===== src/rtl/rsq_pkg.sv =====
package rsq_pkg;
  localparam int WORD_W   = 32;
  localparam int EXP_W    = 8;
  localparam int FRAC_W   = 23;
  localparam int IDX_W    = 7;
  localparam int ROM_AW   = IDX_W + 1;
  localparam int ROM_DEPTH = 1 << ROM_AW;
  localparam int EST_W    = 8;
  localparam int EXP_BASE = 380;
  localparam logic [WORD_W-1:0] QNAN_WORD = 32'h7FC0_0000;
  localparam logic [WORD_W-1:0] SAT_WORD  = '1;

  typedef enum logic [2:0] {
    CLS_NAN, CLS_ZERO, CLS_NEG, CLS_PINF, CLS_EST, CLS_FIX_SAT, CLS_FIX_EST
  } rsq_cls_e;

  // Table entry: upper address bit set = fine range (D = 2^(IDX_W+2)).
  // Largest s with (2s-1)^2 * (2q+1) <= 2^(2*EST_W+3) * D.
  function automatic logic [EST_W-1:0] rsq_entry(input int unsigned addr);
    longint unsigned q2p1;
    longint unsigned lim;
    longint unsigned t;
    logic [EST_W-1:0] res;
    logic found;
    int unsigned fine;
    fine  = (addr >> IDX_W) & 1;
    q2p1  = 64'(2 * ((1 << IDX_W) + (addr % (1 << IDX_W))) + 1);
    lim   = 64'd1 << (2 * EST_W + 3 + IDX_W + 1 + fine);
    res   = '0;
    found = 1'b0;
    for (int s = (1 << (EST_W + 1)) - 1; s >= (1 << EST_W); s--) begin
      t = 64'(2 * s - 1);
      if (!found && (t * t * q2p1 <= lim)) begin
        res   = s[EST_W-1:0];
        found = 1'b1;
      end
    end
    return res;
  endfunction
endpackage


===== src/rtl/rsq_classify.sv =====
module rsq_classify
  import rsq_pkg::*;
(
  input  logic              mode,
  input  logic [WORD_W-1:0] op,
  output rsq_cls_e          cls,
  output logic              snan,
  output logic [ROM_AW-1:0] rom_addr
);
  logic [EXP_W-1:0]  exp_f;
  logic [FRAC_W-1:0] frac_f;
  logic              exp_max, exp_zero, frac_zero;

  assign exp_f     = op[WORD_W-2 -: EXP_W];
  assign frac_f    = op[FRAC_W-1:0];
  assign exp_max   = &exp_f;
  assign exp_zero  = ~|exp_f;
  assign frac_zero = ~|frac_f;

  always_comb begin
    snan     = 1'b0;
    cls      = CLS_EST;
    rom_addr = {exp_f[0], frac_f[FRAC_W-1 -: IDX_W]};
    if (mode) begin
      if (op[WORD_W-1]) begin
        cls      = CLS_FIX_EST;
        rom_addr = {1'b0, op[WORD_W-2 -: IDX_W]};
      end else if (op[WORD_W-2]) begin
        cls      = CLS_FIX_EST;
        rom_addr = {1'b1, op[WORD_W-3 -: IDX_W]};
      end else begin
        cls      = CLS_FIX_SAT;
      end
    end else if (exp_max && !frac_zero) begin
      cls  = CLS_NAN;
      snan = ~frac_f[FRAC_W-1];
    end else if (exp_zero && frac_zero) begin
      cls = CLS_ZERO;
    end else if (op[WORD_W-1]) begin
      cls = CLS_NEG;
    end else if (exp_max) begin
      cls = CLS_PINF;
    end
  end
endmodule


===== src/rtl/rsq_rom.sv =====
module rsq_rom
  import rsq_pkg::*;
(
  input  logic [ROM_AW-1:0] addr,
  output logic [EST_W-1:0]  est
);
  logic [EST_W-1:0] table_q [ROM_DEPTH];

  for (genvar k = 0; k < ROM_DEPTH; k++) begin : g_entry
    localparam logic [EST_W-1:0] ENTRY = rsq_entry(k);
    assign table_q[k] = ENTRY;
  end

  assign est = table_q[addr];
endmodule


===== src/rtl/rsq_assemble.sv =====
module rsq_assemble
  import rsq_pkg::*;
(
  input  rsq_cls_e          cls,
  input  logic              snan,
  input  logic [WORD_W-1:0] op,
  input  logic [EST_W-1:0]  est,
  output logic [WORD_W-1:0] result,
  output logic              flag_inv,
  output logic              flag_dz
);
  localparam int DIFF_W = EXP_W + 2;
  logic [DIFF_W-1:0] exp_diff;

  assign exp_diff = DIFF_W'(EXP_BASE) - {2'b00, op[WORD_W-2 -: EXP_W]};

  always_comb begin
    flag_inv = 1'b0;
    flag_dz  = 1'b0;
    result   = '0;
    unique case (cls)
      CLS_NAN:     begin result = QNAN_WORD; flag_inv = snan; end
      CLS_ZERO:    begin result = {op[WORD_W-1], {EXP_W{1'b1}}, {FRAC_W{1'b0}}}; flag_dz = 1'b1; end
      CLS_NEG:     begin result = QNAN_WORD; flag_inv = 1'b1; end
      CLS_PINF:    result = '0;
      CLS_EST:     result = {1'b0, exp_diff[EXP_W:1], est, {(FRAC_W-EST_W){1'b0}}};
      CLS_FIX_SAT: result = SAT_WORD;
      CLS_FIX_EST: result = {1'b1, est, {(WORD_W-1-EST_W){1'b0}}};
      default:     result = '0;
    endcase
  end
endmodule


===== src/rtl/rsqrt_est.sv =====
module rsqrt_est
  import rsq_pkg::*;
(
  input  logic              clk,
  input  logic              rst_n,
  input  logic              in_valid,
  input  logic              in_mode,
  input  logic [WORD_W-1:0] in_op,
  output logic              out_valid,
  output logic [WORD_W-1:0] out_result,
  output logic              out_invalid,
  output logic              out_divzero
);
  logic [1:0]        rst_sync;
  logic              rst_q_n;
  rsq_cls_e          cls;
  logic              snan;
  logic [ROM_AW-1:0] rom_addr;
  logic [EST_W-1:0]  est;
  logic [WORD_W-1:0] res_d;
  logic              inv_d, dz_d;
  logic              vld_nx, inv_nx, dz_nx;

  always_ff @(posedge clk or negedge rst_n) begin
    if (!rst_n) rst_sync <= 2'b00;
    else        rst_sync <= {rst_sync[0], 1'b1};
  end
  assign rst_q_n = rst_sync[1];

  rsq_classify u_cls (.mode(in_mode), .op(in_op), .cls(cls), .snan(snan), .rom_addr(rom_addr));
  rsq_rom      u_rom (.addr(rom_addr), .est(est));
  rsq_assemble u_asm (.cls(cls), .snan(snan), .op(in_op), .est(est),
                      .result(res_d), .flag_inv(inv_d), .flag_dz(dz_d));

  always_comb begin
    vld_nx = in_valid;
    inv_nx = in_valid & inv_d;
    dz_nx  = in_valid & dz_d;
  end

  always_ff @(posedge clk or negedge rst_q_n) begin
    if (!rst_q_n) begin
      out_valid   <= 1'b0;
      out_invalid <= 1'b0;
      out_divzero <= 1'b0;
    end else begin
      out_valid   <= vld_nx;
      out_invalid <= inv_nx;
      out_divzero <= dz_nx;
    end
  end

  always_ff @(posedge clk or negedge rst_q_n) begin
    if (!rst_q_n)      out_result <= '0;
    else if (in_valid) out_result <= res_d;
  end
endmodule


===== config.mk =====
export PLATFORM = sky130hd
export DESIGN_NAME = rsqrt_est
export DESIGN_NICKNAME = d
export VERILOG_FILES = /design/src/rtl/rsq_pkg.sv /design/src/rtl/rsq_classify.sv /design/src/rtl/rsq_rom.sv /design/src/rtl/rsq_assemble.sv /design/src/rtl/rsqrt_est.sv
export SDC_FILE = /design/constraint.sdc
export NUM_CORES = 1
export LEC_CHECK = 0
export BUFFER_PORTS_ARGS = -buffer_cell sky130_fd_sc_hd__buf_2
export CAP_MARGIN = 10
export CORE_AREA = 2 2 121 88
export CTS_CLUSTER_SIZE = 25
export DETAILED_ROUTE_END_ITERATION = 10
export DIE_AREA = 0 0 123 90
export PLACE_DENSITY = 0.65
export RECOVER_POWER = 25
export SYNTH_ARGS = -nofsm -noshare
export SYNTH_HDL_FRONTEND = slang
export SYNTH_HIERARCHICAL = 1
export SYNTH_SLANG_ARGS = --single-unit

===== constraint.sdc =====
create_clock -name clk -period 3.4 [get_ports clk]
set_clock_uncertainty 0.1 [all_clocks]
set_input_delay 0.68 -clock clk [delete_from_list [all_inputs] [get_ports clk]]
set_output_delay 0.68 -clock clk [all_outputs]
set_load 0.005 [all_outputs]

# Word level (Yosys, flattened, before mapping)
# Memory sizes are Yosys's and may differ from the RTL's.
# Index checks and enable logic that the tools add are counted.
[classes]
addsub = 1
n_lt_le_gt_ge = 1
eq_ne = 5
muxes = 17
n_bitwise = 4
reduce_logical = 9
[ops]
columns = ["op", "count"]
rows = [
  ["32-bit one-hot mux with 5 select lines", 1],
  ["8-bit two-way mux", 5],
  ["23-bit OR reduction", 1],
  ["3-bit two-way mux", 6],
  ["3-bit == test, second input constant", 3],
  ["9-bit greater-or-equal comparator, second input constant", 1],
  ["8-bit NOT with 9-bit output", 1],
  ["9-bit by 8-bit subtractor with 9-bit output, first input constant", 1],
  ["8-bit AND reduction", 1],
  ["8-bit OR reduction", 1],
  ["3-bit by 1-bit == test with 1-bit output, second input constant", 1],
  ["3-bit by 2-bit == test with 1-bit output, second input constant", 1],
  ["3-bit logical NOT", 1],
  ["1-bit two-way mux", 3],
  ["1-bit bitwise AND", 2],
  ["1-bit logical AND", 2],
  ["1-bit logical NOT", 2],
  ["2-bit two-way mux", 1],
  ["1-bit one-hot mux with 2 select lines", 1],
  ["2-bit OR reduction", 1],
  ["1-bit NOT", 1],
]
[totals]
ff_bits = 37
romBits = 2048
inputBits = 36
out_inout_bits = 35
wordCells = 43
mem_count = 1
[mem_list]
columns = ["memory", "words", "width", "read_ports", "rd_ports_with_merged_regs", "wr", "line_no", "text"]
rows = [
  ["(name not given)", 256, 8, 1, 0, 0, "rsq_rom.sv:14", "assign est = table_q[addr];"],
]

# Logic depth before layout (Yosys ltp)
[depth]
ltp_word = 9
ltp_mapped = 16

# Modules after synthesis
# Netlist, hierarchy kept.
[modules_own_cells]
columns = ["module", "instances", "cells_each", "area_per_inst_um2"]
rows = [
  ["rsq_rom", 1, 317, 2082.0],
  ["rsqrt_est", 1, 76, 1473.9],
  ["rsq_assemble", 1, 85, 508.0],
  ["rsq_classify", 1, 55, 319.1],
]

# Worst setup path before layout
# OpenSTA, ideal clock, no wires.
[synth_path]
path_type = "input port to flip-flop"
start = "input port in_op[30]"
end = "register out_result[23]"
setup_ns = 0.125
arrival_time_ns = 4.108
required_time_ns = 3.175
setup_slack_ns = -0.933
cell_stages = 15
path_buffers = 2
cell_sequence = "clkbuf_2 nor2b_1 a22oi_1 o21ai_0 clkbuf_1 inv_1 ha_1 nor2_1 mux4_2 o31a_1 a221oi_1 a211oi_1 o21ai_0 a2bb2oi_1 mux2_4"
[synth_via]
word_cells_on_any_way = 27
classes_between = "eq/ne (5); mux (13); bitwise (1); reduce/logical (7); memory (1)"
[synth_rtl]
columns = ["item", "line_no", "text"]
rows = [
  ["start, declared", "rsqrt_est.sv:8", "input logic [WORD_W-1:0] in_op,"],
  ["8-bit two-way mux", "rsq_classify.sv:28", "end else if (op[WORD_W-2]) begin"],
  ["8-bit two-way mux", "rsq_classify.sv:25", "if (op[WORD_W-1]) begin"],
  ["8-bit two-way mux", "rsq_classify.sv:24", "if (mode) begin"],
  ["named net rom_addr[1]", "rsqrt_est.sv:18", "logic [ROM_AW-1:0] rom_addr;"],
  ["8-bit NOT with 9-bit output (not written as such)", "rsq_rom.sv:14", ""],
  ["memory read 256 x 8 bit", "--", ""],
  ["8-bit two-way mux (not written as such) (2 in series)", "rsq_rom.sv:14", ""],
  ["named net est[0]", "rsqrt_est.sv:19", "logic [EST_W-1:0] est;"],
  ["32-bit one-hot mux with 5 select lines", "rsq_assemble.sv:21", "unique case (cls)"],
  ["named net res_d[23]", "rsqrt_est.sv:20", "logic [WORD_W-1:0] res_d;"],
  ["end signal, assigned", "rsqrt_est.sv:55", "else if (in_valid) out_result <= res_d;"],
  ["end, declared", "rsqrt_est.sv:10", "output logic [WORD_W-1:0] out_result,"],
]
# The timed path passes the listed nets, and every way through them passes these cells. The select of a mux whose other input is x is not followed.
# A chain may end at the register's enable or synchronous reset.

# Worst setup path after layout
# Same ends and word-level chain as after synthesis.

==> impl_results.md <==
* Outcome: finished, violations left
* Violated checks: max-capacitance violations, max-slew violations
* Pint at 1.39 mW
* Final hold violations at 0
* DR iter-0 viols at 383
* Most frequent cell after synthesis: nor2_1
* Die X at 123 µm
* Clk root buf: clkbuf_16
* Critical R2R Launch: rst_sync[1]
* Routed WL at 15,400 µm
* P_sw at 0.770 mW
* Hold WC Path Type: in2async
* CP endpoint kind: flip-flop
* Sw frac at 35.6%
* Worst-path fanout max at 8
* Combinational share of power at 51.1%
* First-pass GRT wire length at 24,500 µm
* CTS buffer count at 5
* Layout fillers at 866
* Main flop type after synthesis: dfrtp_1
* Die area at 11,100 µm²
* Power per cell area at 357 nW/µm²
* Drt wl/cell at 19.0 µm
* Syn_nets at 583
* Core area at 10,000 µm²
* Placed Area at 5630 µm²
* Via count at 4,813
* Yosys warnings at 6
* 1st-pass router iterations at 5
* Initial core utilization at 43.8%
* Rel. slew slack at -21.8%
* Largest net degree at the start of global routing at 36
* Flops & latches, synth at 37
* Synth cell types at 74
* Die Y at 90 µm
* Number of I/O pins at 71
* Nets at 729
* Maximum VDD drop at 204 µV
* EDFF count, synth at 0
* Data arrival, critical path at 3.44 ns
* Antenna Cells at 0
* Clock Sinks at 37
* Critical path data required time at 3.46 ns
* Hold Slack at 0.0723 ns
* Max Cap Violations at 1
* Crit share post-route at 99.3%
* Worst-Margin Slew at 1.83 ns
* CP Launch Type: input pin
* CTS tree: done
* Sequential share of power at 23.4%
* Seq/Total Area, Yosys at 21.1%
* Gr usage total at 28.1%
* Post-synthesis cell area at 4380 µm²
* Top-area cell type share of the netlist area at 21.1%
* Max clock buf depth at 2
* Final setup fails at 0
* LEAKAGE at 2.76 nW
* Synth top area cells: dfrtp_1 21%, mux2_4 9.6%, o21ai_0 4.1%
* Cells after synthesis at 533
* Reg area at 926 µm²
* Origin of the worst setup path: in_op[30]
* Detail Route Antenna Nets at 0
* Grt ovf at 0
* Routability Congestion at 0.950
* Max frequency at 296 MHz
* Max-slew violations at 36
* Clk_lat worst skew at 0.28 ns
* Initial antenna violation count at 1
* CTS H-Tree Depth at 2
* CP Class: in2reg
* Share of layout cells above drive strength 1 at 44.7%
* Clk pwr share at 25.5%
* Crit path time final at 3.37 ns
* Pwr Total at 2.16 mW
* Avg Vias per Cell at 5.93
* Vias in the first global route at 4,594
* Synth area leader: dfrtp_1
* Commonest cells in the netlist: 42 x nor2_1, 37 x dfrtp_1, 36 x o21ai_0
* Area Overhead vs Synth at 38.0%
* Area of the multi-input gates at 3220 µm²
* IO buf count at 70
* Clock Pin Slew Worst Setup and Hold Paths at 0.06 ns
* # DRC at 0
* DP HPWL at 11,800 µm
* Ys async rst share at 100%
* Mean Syn Cell Area at 8.22 µm²
* RSZ-0062 raised after global routing: yes
* Row count at 31
* Post-route cell area at 6050 µm²
## state kept, by name, summed over array words and instances, names as in the netlist
register	count
out_result	32
rst_sync	2
out_divzero	1
out_invalid	1
out_valid	1
## power by group through the flow
stage | combinational [mW] | sequential [mW] | clock [mW]
6_report | 1.10 | 0.507 | 0.550
3_5_place_dp | 1.02 | 0.514 | 0
5_1_grt | 1.19 | 0.512 | 0.583
3_3_place_gp | 1.03 | 0.513 | 0
4_1_cts | 1.04 | 0.506 | 0.560
2_1_floorplan | 0.592 | 0.519 | 0
## what timing repair did
action,4_1_cts,5_1_grt
hold buffers,0,0
pin swaps,3,23
buffers inserted,2,4
resized for setup,7,44
gates cloned,0,0
setup endpoints to repair,6,12
## logic make-up after synthesis
| logic type | after synthesis | synth area share, % |
|---|---|---|
| compound gates | 169 | 26.6 |
| xor+xnor | 7 | 1.40 |
| fa+ha+maj | 14 | 4.00 |
| buf+inv | 85 | 11.4 |
| flops | 37 | 21.1 |
| mux | 44 | 14.6 |
| other cells | 1 | 0.0856 |
| simple gates | 176 | 20.8 |
## per-layer routing
layer  GRT usage, %  wire length (µm)  vias up
li1               -                 -     2249
met3           7.61              1620       18
met5              0                51        -
met1           43.5              7320     2286
met2           39.0              6260      258
met4           4.55               155        2
## worst max-delay path, stage by stage
cell and delay (ns):
buf_6 0.08, nor2b_4 0.17, a22oi_2 0.07, o21ai_2 0.22, clkinvlp_4 0.20, ha_4 0.36
nor2_4 0.04, mux4_2 0.43, o31a_1 0.26, a221oi_2 0.29, a211oi_2 0.09, o21ai_1 0.21
a2bb2oi_2 0.08, mux2_4 0.26
## worst paths after layout
check | endpoint | slack [ns] | depth (start not counted)
max | out_result[23] | 0.03 | 14
min | rst_sync[0] | 0.07 | 1
max reg2reg | out_result[15] | 1.42 | 1
min reg2reg | rst_sync[1] | 0.25 | 0
max in group asynchronous | out_result[15] | 1.42 | 1
min in group clk | rst_sync[1] | 0.25 | 0
## cells in the final DEF, fill, tap and decap left out, types with 6 or more instances in the layout
cell / instances
buf_2: 67
o211ai_1: 12
nor3_1: 11
o21ai_1: 10
a22oi_1: 9
nor2_1: 41
inv_1: 14
nand2b_1: 16
o22ai_1: 7
nor2b_1: 13
dfrtp_1: 37
xnor2_1: 6
a21oi_1: 31
buf_4: 124
mux2_2: 7
nor4_1: 6
buf_12: 7
ha_1: 8
and2_1: 6
nand3_1: 12
o21ai_0: 21
mux2_4: 28
nand2_1: 33
## per-stage QoR
step                util (%)  setup WS, ns  instances  setup TNS, ns
global placement        56.3        -0.376        799          -3.09
detailed placement      56.3        -0.359        799          -3.28
CTS                     58.5       0.00509        809              0
floorplan                  -        -0.260        533          -1.45
finish                  60.4        0.0252        812              0
global route            60.4       -0.0494        812        -0.0927
## layout make-up
class | count | area share, %
Multi-Input combinational cell | 411 | 53.2
Timing Repair Buffer | 206 | 24.6
Sequential cell | 37 | 15.3
Tap cell | 132 | 2.73
Clock buffer | 6 | 2.30
Inverter | 18 | 1.30
Clock inverter | 2 | 0.621
Note: power is estimated with default switching activity, not from simulation.
